**src/rtl/gpio_irq_pkg.sv**
```systemverilog
package gpio_irq_pkg;
    localparam int REG_W  = 16;
    localparam int ADDR_W = 3;

    typedef enum logic [ADDR_W-1:0] {
        A_CTRL = 3'd0,
        A_DIR  = 3'd1,
        A_DIN  = 3'd2,
        A_DOUT = 3'd3,
        A_REN  = 3'd4,
        A_FEN  = 3'd5,
        A_RST  = 3'd6,
        A_FST  = 3'd7
    } reg_addr_e;

    // control word bits 3..0
    typedef struct packed {
        logic mode;
        logic card_en;
        logic drv_en;
        logic swap;
    } ctrl_t;

    localparam int CTRL_W = $bits(ctrl_t);
endpackage

```
**src/rtl/gpio_lane_swap.sv**
```systemverilog
module gpio_lane_swap #(
    parameter int W = 16
) (
    input  logic         swap_i,
    input  logic [W-1:0] a_i,
    output logic [W-1:0] y_o
);
    localparam int NB = W / 8;

    logic [W-1:0] rev;

    generate
        for (genvar b = 0; b < NB; b++) begin : g_byte
            assign rev[b*8 +: 8] = a_i[(NB-1-b)*8 +: 8];
        end
    endgenerate

    assign y_o = swap_i ? rev : a_i;
endmodule

```
**src/rtl/gpio_sync_edge.sv**
```systemverilog
module gpio_sync_edge #(
    parameter int W      = 16,
    parameter int STAGES = 2
) (
    input  logic         clk,
    input  logic         rst_n,
    input  logic [W-1:0] pin_i,
    output logic [W-1:0] level_o,
    output logic [W-1:0] rise_o,
    output logic [W-1:0] fall_o
);
    typedef struct packed {
        logic [STAGES-1:0][W-1:0] chain;
        logic [W-1:0]             prev;
        logic [1:0]               age;
    } sync_st_t;

    sync_st_t st_d, st_q;

    always_comb begin
        st_d          = st_q;
        st_d.chain[0] = pin_i;
        for (int s = 1; s < STAGES; s++) begin
            st_d.chain[s] = st_q.chain[s-1];
        end
        st_d.prev = st_q.chain[STAGES-1];
        if (st_q.age != 2'd3) begin
            st_d.age = st_q.age + 2'd1;
        end
    end

    always_ff @(posedge clk or negedge rst_n) begin
        if (!rst_n) begin
            st_q <= '0;
        end else begin
            st_q <= st_d;
        end
    end

    assign level_o = st_q.chain[STAGES-1];
    assign rise_o  = level_o & ~st_q.prev;
    assign fall_o  = ~level_o & st_q.prev;

    generate
        if (STAGES == 2) begin : g_chk
            // synchronized level equals the pin two samples back
            a_r4_sync_delay: assert property (@(posedge clk) disable iff (!rst_n)
                (st_q.age >= 2'd2) |-> (level_o == $past(pin_i, 2)));
        end
    endgenerate
endmodule

```
**src/rtl/gpio_edge_status.sv**
```systemverilog
module gpio_edge_status #(
    parameter int W = 16
) (
    input  logic         clk,
    input  logic         rst_n,
    input  logic [W-1:0] event_i,
    input  logic [W-1:0] en_i,
    input  logic [W-1:0] clr_i,
    output logic [W-1:0] stat_o
);
    logic [W-1:0] stat_d, stat_q, hit;

    assign hit = event_i & en_i;

    always_comb begin
        stat_d = (stat_q & ~clr_i) | hit;
    end

    always_ff @(posedge clk or negedge rst_n) begin
        if (!rst_n) begin
            stat_q <= '0;
        end else begin
            stat_q <= stat_d;
        end
    end

    assign stat_o = stat_q;

    // an enabled edge always leaves its bit set
    a_r5_edge_latches: assert property (@(posedge clk) disable iff (!rst_n)
        (|(event_i & en_i)) |=> ((stat_o & $past(event_i & en_i)) == $past(event_i & en_i)));

    // written ones without a coincident edge clear
    a_r7_w1c_clears: assert property (@(posedge clk) disable iff (!rst_n)
        (|clr_i) |=> ((stat_o & $past(clr_i & ~(event_i & en_i))) == '0));

    // untouched bits keep their value
    a_r7_hold_stable: assert property (@(posedge clk) disable iff (!rst_n)
        ((clr_i | (event_i & en_i)) == '0) |=> $stable(stat_o));
endmodule

```
**src/rtl/gpio_edge_irq.sv**
```systemverilog
module gpio_edge_irq
    import gpio_irq_pkg::*;
#(
    parameter int W = REG_W
) (
    input  logic              clk,
    input  logic              rst_n,
    input  logic              bus_en,
    input  logic              bus_we,
    input  logic [ADDR_W-1:0] bus_addr,
    input  logic [W-1:0]      bus_wdata,
    output logic [W-1:0]      bus_rdata,
    input  logic [W-1:0]      gpio_in,
    output logic [W-1:0]      gpio_out,
    output logic [W-1:0]      gpio_oe,
    output logic              card_en,
    output logic              mode_sel,
    output logic              irq
);
    typedef struct packed {
        ctrl_t        ctrl;
        logic [W-1:0] dir;
        logic [W-1:0] dout;
        logic [W-1:0] ren;
        logic [W-1:0] fen;
    } cfg_st_t;

    localparam cfg_st_t CFG_RST = '{ctrl: '{mode: 1'b0, card_en: 1'b0, drv_en: 1'b0, swap: 1'b1},
                                    default: '0};

    cfg_st_t cfg_d, cfg_q;

    logic [W-1:0] wr_val, rd_val;
    logic [W-1:0] level, rise, fall;
    logic [W-1:0] rclr, fclr, rstat, fstat;
    logic         wr_hit;
    reg_addr_e    addr;

    assign addr   = reg_addr_e'(bus_addr);
    assign wr_hit = bus_en & bus_we;

    gpio_lane_swap #(.W(W)) u_wswap (
        .swap_i (cfg_q.ctrl.swap),
        .a_i    (bus_wdata),
        .y_o    (wr_val)
    );

    gpio_sync_edge #(.W(W), .STAGES(2)) u_sync (
        .clk     (clk),
        .rst_n   (rst_n),
        .pin_i   (gpio_in),
        .level_o (level),
        .rise_o  (rise),
        .fall_o  (fall)
    );

    always_comb begin
        cfg_d = cfg_q;
        rclr  = '0;
        fclr  = '0;
        if (wr_hit) begin
            unique case (addr)
                A_CTRL:  cfg_d.ctrl = ctrl_t'(wr_val[CTRL_W-1:0]);
                A_DIR:   cfg_d.dir  = wr_val;
                A_DOUT:  cfg_d.dout = wr_val;
                A_REN:   cfg_d.ren  = wr_val;
                A_FEN:   cfg_d.fen  = wr_val;
                A_RST:   rclr       = wr_val;
                A_FST:   fclr       = wr_val;
                default: ;
            endcase
        end
    end

    always_ff @(posedge clk or negedge rst_n) begin
        if (!rst_n) begin
            cfg_q <= CFG_RST;
        end else begin
            cfg_q <= cfg_d;
        end
    end

    gpio_edge_status #(.W(W)) u_rise (
        .clk     (clk),
        .rst_n   (rst_n),
        .event_i (rise),
        .en_i    (cfg_q.ren),
        .clr_i   (rclr),
        .stat_o  (rstat)
    );

    gpio_edge_status #(.W(W)) u_fall (
        .clk     (clk),
        .rst_n   (rst_n),
        .event_i (fall),
        .en_i    (cfg_q.fen),
        .clr_i   (fclr),
        .stat_o  (fstat)
    );

    always_comb begin
        rd_val = '0;
        unique case (addr)
            A_CTRL:  rd_val[CTRL_W-1:0] = cfg_q.ctrl;
            A_DIR:   rd_val = cfg_q.dir;
            A_DIN:   rd_val = level;
            A_DOUT:  rd_val = cfg_q.dout;
            A_REN:   rd_val = cfg_q.ren;
            A_FEN:   rd_val = cfg_q.fen;
            A_RST:   rd_val = rstat;
            A_FST:   rd_val = fstat;
            default: ;
        endcase
    end

    gpio_lane_swap #(.W(W)) u_rswap (
        .swap_i (cfg_q.ctrl.swap),
        .a_i    (rd_val),
        .y_o    (bus_rdata)
    );

    assign gpio_out = cfg_q.dout;
    assign gpio_oe  = cfg_q.dir & {W{cfg_q.ctrl.drv_en}};
    assign card_en  = cfg_q.ctrl.card_en;
    assign mode_sel = cfg_q.ctrl.mode;
    assign irq      = (|(rstat & cfg_q.ren)) | (|(fstat & cfg_q.fen));

    // an enabled pending bit seen on one edge keeps irq up on the next
    //     unless software changed registers in between
    a_r9_irq_persists: assert property (@(posedge clk) disable iff (!rst_n)
        (irq && !wr_hit) |=> irq);
endmodule

```
**config.mk**
```make
export PLATFORM = sky130hd
export DESIGN_NAME = gpio_edge_irq
export DESIGN_NICKNAME = d
export VERILOG_FILES = /design/src/rtl/gpio_irq_pkg.sv /design/src/rtl/gpio_lane_swap.sv /design/src/rtl/gpio_sync_edge.sv /design/src/rtl/gpio_edge_status.sv /design/src/rtl/gpio_edge_irq.sv
export SDC_FILE = /design/constraint.sdc
export NUM_CORES = 1
export LEC_CHECK = 0
export ABC_AREA = 1
export ABC_CLOCK_PERIOD_IN_PS = 2700
export BUFFER_PORTS_ARGS = -buffer_cell sky130_fd_sc_hd__buf_2
export CAP_MARGIN = 25
export CORE_UTILIZATION = 45
export CTS_CLUSTER_DIAMETER = 40
export DETAILED_ROUTE_END_ITERATION = 7
export GPL_TIMING_DRIVEN = 0
export HOLD_SLACK_MARGIN = 0.05
export PLACE_DENSITY_LB_ADDON = 0.08
export SYNTH_ARGS = -nofsm -noshare
export SYNTH_HDL_FRONTEND = slang
export SYNTH_HIERARCHICAL = 1
export SYNTH_SLANG_ARGS = --single-unit
```
**constraint.sdc**
```tcl
create_clock -name clk -period 2.7 [get_ports clk]
set_clock_uncertainty 0.2 [all_clocks]
set_input_delay 0.135 -clock clk [delete_from_list [all_inputs] [get_ports clk]]
set_output_delay 0.135 -clock clk [all_outputs]
set_load 0.005 [all_outputs]
```
======== After elaboration in Yosys (flattened, before gate mapping) ========
Cells that the tools add are included.
W data, S select, Z words.
word-level totals
  bits in registers ....................... 148
  input bits .............................. 39
  output and inout port bits .............. 51
  word-level logic and storage cells ...... 53
operators by class
  equal/unequal tests ..................... 7
  multiplexer cells ....................... 8
  bitwise logic cells ..................... 17
  reduce and logical (&&, ||, !) cells .... 8
operator list
  operator              count
  $and A16 B16 Y16      9
  $mux W16              6
  $pmux W12 S7          1
  $not A16 Y16          4
  $or A16 B16 Y16       2
  $pmux W4 S8           1
  $reduce_or A16 Y1     2
  $eq A3 B3 Y1 const B  4
  $reduce_and A2 Y1     5
  $eq A3 B2 Y1 const B  2
  $eq A3 B1 Y1 const B  1
  $logic_not A3 Y1      1
  $and A1 B1 Y1         1
  $or A1 B1 Y1          1

======== Depth between registers and ports, before layout ========
  depth in word-level cells ............... 6
  gate-level depth with buffers ........... 10

======== Cells and area by module ========
Netlist, hierarchy kept.
modules (own cells, without submodules)
  module            instances  cells each  area each (um^2)  sequential area each (um^2)
  gpio_edge_irq     1          662         4377.9            1702.9
  gpio_sync_edge    1          128         1561.5            1201.2
  gpio_edge_status  2          80          640.6             400.4
  gpio_lane_swap    2          52          284.0             0.0

======== Worst setup path before layout ========
OpenSTA, ideal clock, no wires.
  kind .................................... register to register
  from .................................... register cfg_q[64] (netlist bit)
  to ...................................... register u_fall.stat_q[2], in the netlist u_fall/stat_o[2]
  arrival time ............................ 1.299 ns
  data required time ...................... 2.384 ns
  slack ................................... 1.085 ns
  stages on the path, launching flop included .. 10
  path buffers ............................ 2
  clock period less this slack ............ 1.615 ns
  cells stage by stage .................... dfstp_2 -> buf_6 -> buf_6 -> nand2_1 -> nand2_1 -> inv_1 -> nor3_1 -> inv_1 -> nand2_1 -> nand2_1
on the way
  word-level cells in the longest chain between the ends .. 6
ends and longest elaborated chain
  what                    line                    text
  start, declared         gpio_edge_irq.sv:31     cfg_st_t cfg_d, cfg_q;
  start signal, assigned  gpio_edge_irq.sv:79     cfg_q <= cfg_d;
  $mux W16                gpio_lane_swap.sv:18    assign y_o = swap_i ? rev : a_i;
  net wr_val[2]           gpio_edge_irq.sv:33     logic [W-1:0] wr_val, rd_val;
  $mux W16                gpio_edge_irq.sv:62     unique case (addr)
  $mux W16                gpio_edge_irq.sv:61     if (wr_hit) begin
  net fclr[2]             gpio_edge_irq.sv:35     logic [W-1:0] rclr, fclr, rstat, fstat;
  $not A16 Y16            gpio_edge_status.sv:16  stat_d = (stat_q & ~clr_i) | hit;
  $and A16 B16 Y16        gpio_edge_status.sv:16
  $or A16 B16 Y16         gpio_edge_status.sv:16
  net u_fall.stat_d[2]    gpio_edge_status.sv:11  logic [W-1:0] stat_d, stat_q, hit;
  end signal, assigned    gpio_edge_status.sv:23  stat_q <= stat_d;
  end, declared           gpio_edge_status.sv:11
The timed path passes the listed nets, and every way through them passes these cells.
A chain may end at the register's enable or synchronous reset.

======== Final worst setup path ========
  from .................................... input bus_addr[2]
  to ...................................... output bus_rdata[10]
on the way
  word-level cells in the longest chain between the ends .. 3
  elaborated cells between the ends (all ways) .. 11
  classes of those cells .................. eq/ne: 7; mux: 3; reduce/logical: 1
ends and longest elaborated chain
  what                                        line                  text
  start, declared                             gpio_edge_irq.sv:10   input logic [ADDR_W-1:0] bus_addr,
  $eq A3 B3 Y1, or another cell as far along  gpio_edge_irq.sv:103  unique case (addr)
  $pmux W4 S8 (*)                             gpio_edge_irq.sv:103
  net rd_val[2]                               gpio_edge_irq.sv:33
  $mux W16 (*)                                gpio_lane_swap.sv:18
  end, declared                               gpio_edge_irq.sv:12   output logic [W-1:0] bus_rdata,
The timed path passes the listed nets; every way through them passes the cells marked *.

==> metrics <==
final worst-path cycle share between 90 and 100%; CTS HTree Levels 4; Post-Syn Area roughly 8000 sq um; total CTS buffers 17; pwr dens between 700 and 800 nW/um^2; flip-flop and latch area roughly 3700 sq um; Reg clk slew, reported paths 0.06 ns; Post-DRT Antenna Nets 0; TritonRoute pass-1 iters 5; drt initial violations between 600 and 700; Crit-path slowest cell dlygate4sd3_1; row count 47; Worst Setup Start Kind input port; Slew headroom 50.4%; CP top delay family buffers and inverters; worst slew pin tran 0.744 ns; vias in the first global route 6426; Core Area between 15000 and 20000 sq um; max incr delay on CP roughly 0.53 ns; clk sinks 148; RSZ-0062 raised after global routing false; Mapped Cells 1054; post-synthesis mux area share 0%; RD Place Congestion 0.901; CP required between 2 and 2.5 ns; GRT Overall Usage between 20% and 30%; max_cap viols 0; CTS tree yes; CP most frequent cell buf_2; wire per inst 16.4 microns; Min-Delay Path Class in -> async; commonest non-fill, non-tap cell in the layout nand2_1; via-per-instance ratio between 4 and 5; reg2reg setup slack 0.15 ns; largest net degree at the start of global routing 82; global-route met3 utilization 6.32%; Clock power frac roughly a third; worst path bufs/invs 6; Longest Clk Path Bufs 2; Clock Root Buffer clkbuf_16; Simple-Gate Fraction of Synth Area 32.0%; switching power total 2.51 mW; Worst Setup End Kind output pin; first-pass GRT wire length 36600 microns; Ports 90; worst path cell trace dlygate4sd3_1, buf_2, inv_2, buf_2, buf_1, nand4_1, nand2_1, nor2_1, nand3_1, nand2_1, nand2_2, buf_2; main combinational cell family by area after synthesis simple AND/OR/NAND/NOR gates; Syn Area/Cell 7.39 sq um; XOR/XNOR Fraction of Synth Area 0%; Layout Nets 1245; die span in x 134 microns; Crit path arrival time 2.26 ns; Seq/Total Area, Yosys a little under half; IO buf count 87; Post-CTS Repair Setup Buffers 0; Syn. warnings 6; total power ~7.4 mW; area grow syn2layout 23.1%; most frequent cells in the layout nand2_1, dfrtp_1, inv_1, buf_2, nor2_1; Non-Filler Instances 1439; run status complete, no violations; syn nets 1093; Reg2Reg Launch Point cfg_q[64]; Initial Util 46.5%; Cell variety after synth 22; fraction of layout cells with a size suffix above 1 19.5%; critical path type in -> out; die area 17800 sq um; Worst R2R End u_rise/stat_o[12]; Most Crowded Layer GR met2; sequential power share 41.6%; Skew-Pair Late Insertion Delay 0.43 ns; adder-cell share of the synthesized area 0%; Int Pwr 4.86 mW; Crit Path Max Fanout 10; Fillers 1617; Final Hold Fails 0; VDD IR max between 0.4 and 0.5 mV; area of the multi-input gates 2990 sq um; antenna violations before repair 0; Placed Cells 1362; GR Util met2 about two fifths; sw frac ~34%; Pleak 5.10 nW; GR Overflow Total 0; diode count 0; dpl hpwl 16900 microns; total wire length 23600 microns; worst-case reg-to-reg path depth 10; Logic pwr share a little over a quarter; fmax 386 MHz; final setup violating endpoints 0; Seq cells post-synth 148; Final Slew Violations 0; Post-route DRC 0; vias 7165; Tmin final between 2 and 3 ns; met1 Resource Use GR 40.5%; Die Y-Extent about 130 microns; complex-gate fraction of the synthesized area 6.30%
## metrics by stage
stage / setup TNS, ns / utilization, % / worst slack (ns) / hold slack [ns] / cell area [sq um]
4_1_cts: 0 / 57.1 / 0.0101 / 0.125 / 9570
2_1_floorplan: 0 / - / 1.08 / -0.361 / 7790
5_1_grt: 0 / 57.2 / 0.0245 / 0.136 / 9590
3_3_place_gp: -143.69 / 50.7 / -0.989 / 0.0423 / 8500
6_report: 0 / 57.2 / 0.109 / 0.133 / 9590
3_5_place_dp: 0 / 50.9 / 0.509 / 0.0428 / 8530
## cell usage after synthesis
master	number	area share, %
nand4_1	52	4.2
nor3_4	1	0.21
nand3_1	19	1.2
nand2_1	341	16
inv_8	2	0.29
clkbuf_1	11	0.53
nor3_2	1	0.13
dfrtp_1	147	47
dfstp_2	1	0.34
buf_2	25	1.6
buf_6	4	0.58
nand2_2	41	3.3
inv_2	3	0.14
buf_12	2	0.51
o21ai_0	84	5.4
buf_1	4	0.19
buf_4	35	3.4
nor2_2	2	0.16
o21ai_1	14	0.90
inv_1	143	6.9
nor3_1	32	2.1
nor2_1	90	4.3
## worst max-delay path by stage
stage	cells past startpoint	from	end
final	12	bus_addr[2]	bus_rdata[10]
after global routing	12	bus_addr[2]	bus_rdata[8]
after CTS	10	bus_addr[1]	bus_rdata[3]
after detailed placement	10	bus_addr[0]	bus_rdata[3]
after global placement	1	rst_n	cfg_q[59]
after floorplan	9	cfg_q[64]	u_fall/stat_o[2]
## sequential cells by signal, summed over array words and instances (netlist names)
signal,cells
u_sync/level_o,16
u_rise/stat_o,16
card_en,1
mode_sel,1
u_sync/st_q,16
cfg_q,50
gpio_out,16
u_sync/st_d,16
u_fall/stat_o,16
## final cells by class
cell class	count	area share (%)
clock inverters	11	1.33
multi-input cells	677	31.2
well taps	220	2.87
flip-flops and latches	148	38.7
inverters	148	5.95
plain buffers	81	5.61
clock buffers	21	4.80
repair buffers	133	9.59
## timing repair
action	4_1_cts	5_1_grt
gates resized for setup	0	8
hold buffers	45	0
endpoints found under the setup margin	0	11
endpoints found under the hold margin	137	0
## power by group through the flow
stage / sequential [mW] / clock [mW] / combinational, mW
final: 3.07 / 2.37 / 1.93
after global routing: 3.12 / 2.49 / 2.17
after CTS: 3.05 / 2.39 / 1.92
after detailed placement: 3.08 / 0 / 1.83
after global placement: 3.08 / 0 / 1.80
after floorplan: 2.94 / 0 / 1.23
## kinds of logic after synthesis
family,count (synthesis)
buffers and inverters,229
flip-flops,148
AO/OA/AOI/OAI,98
AND/OR/NAND/NOR,579
## per-layer routing
layer | vias up | wire, microns
met3 | 32 | 1990
met5 | - | 0
met2 | 295 | 10200
li1 | 3545 | -
met4 | 0 | 419
met1 | 3293 | 11100
Note: power is estimated with default switching activity, not from simulation.
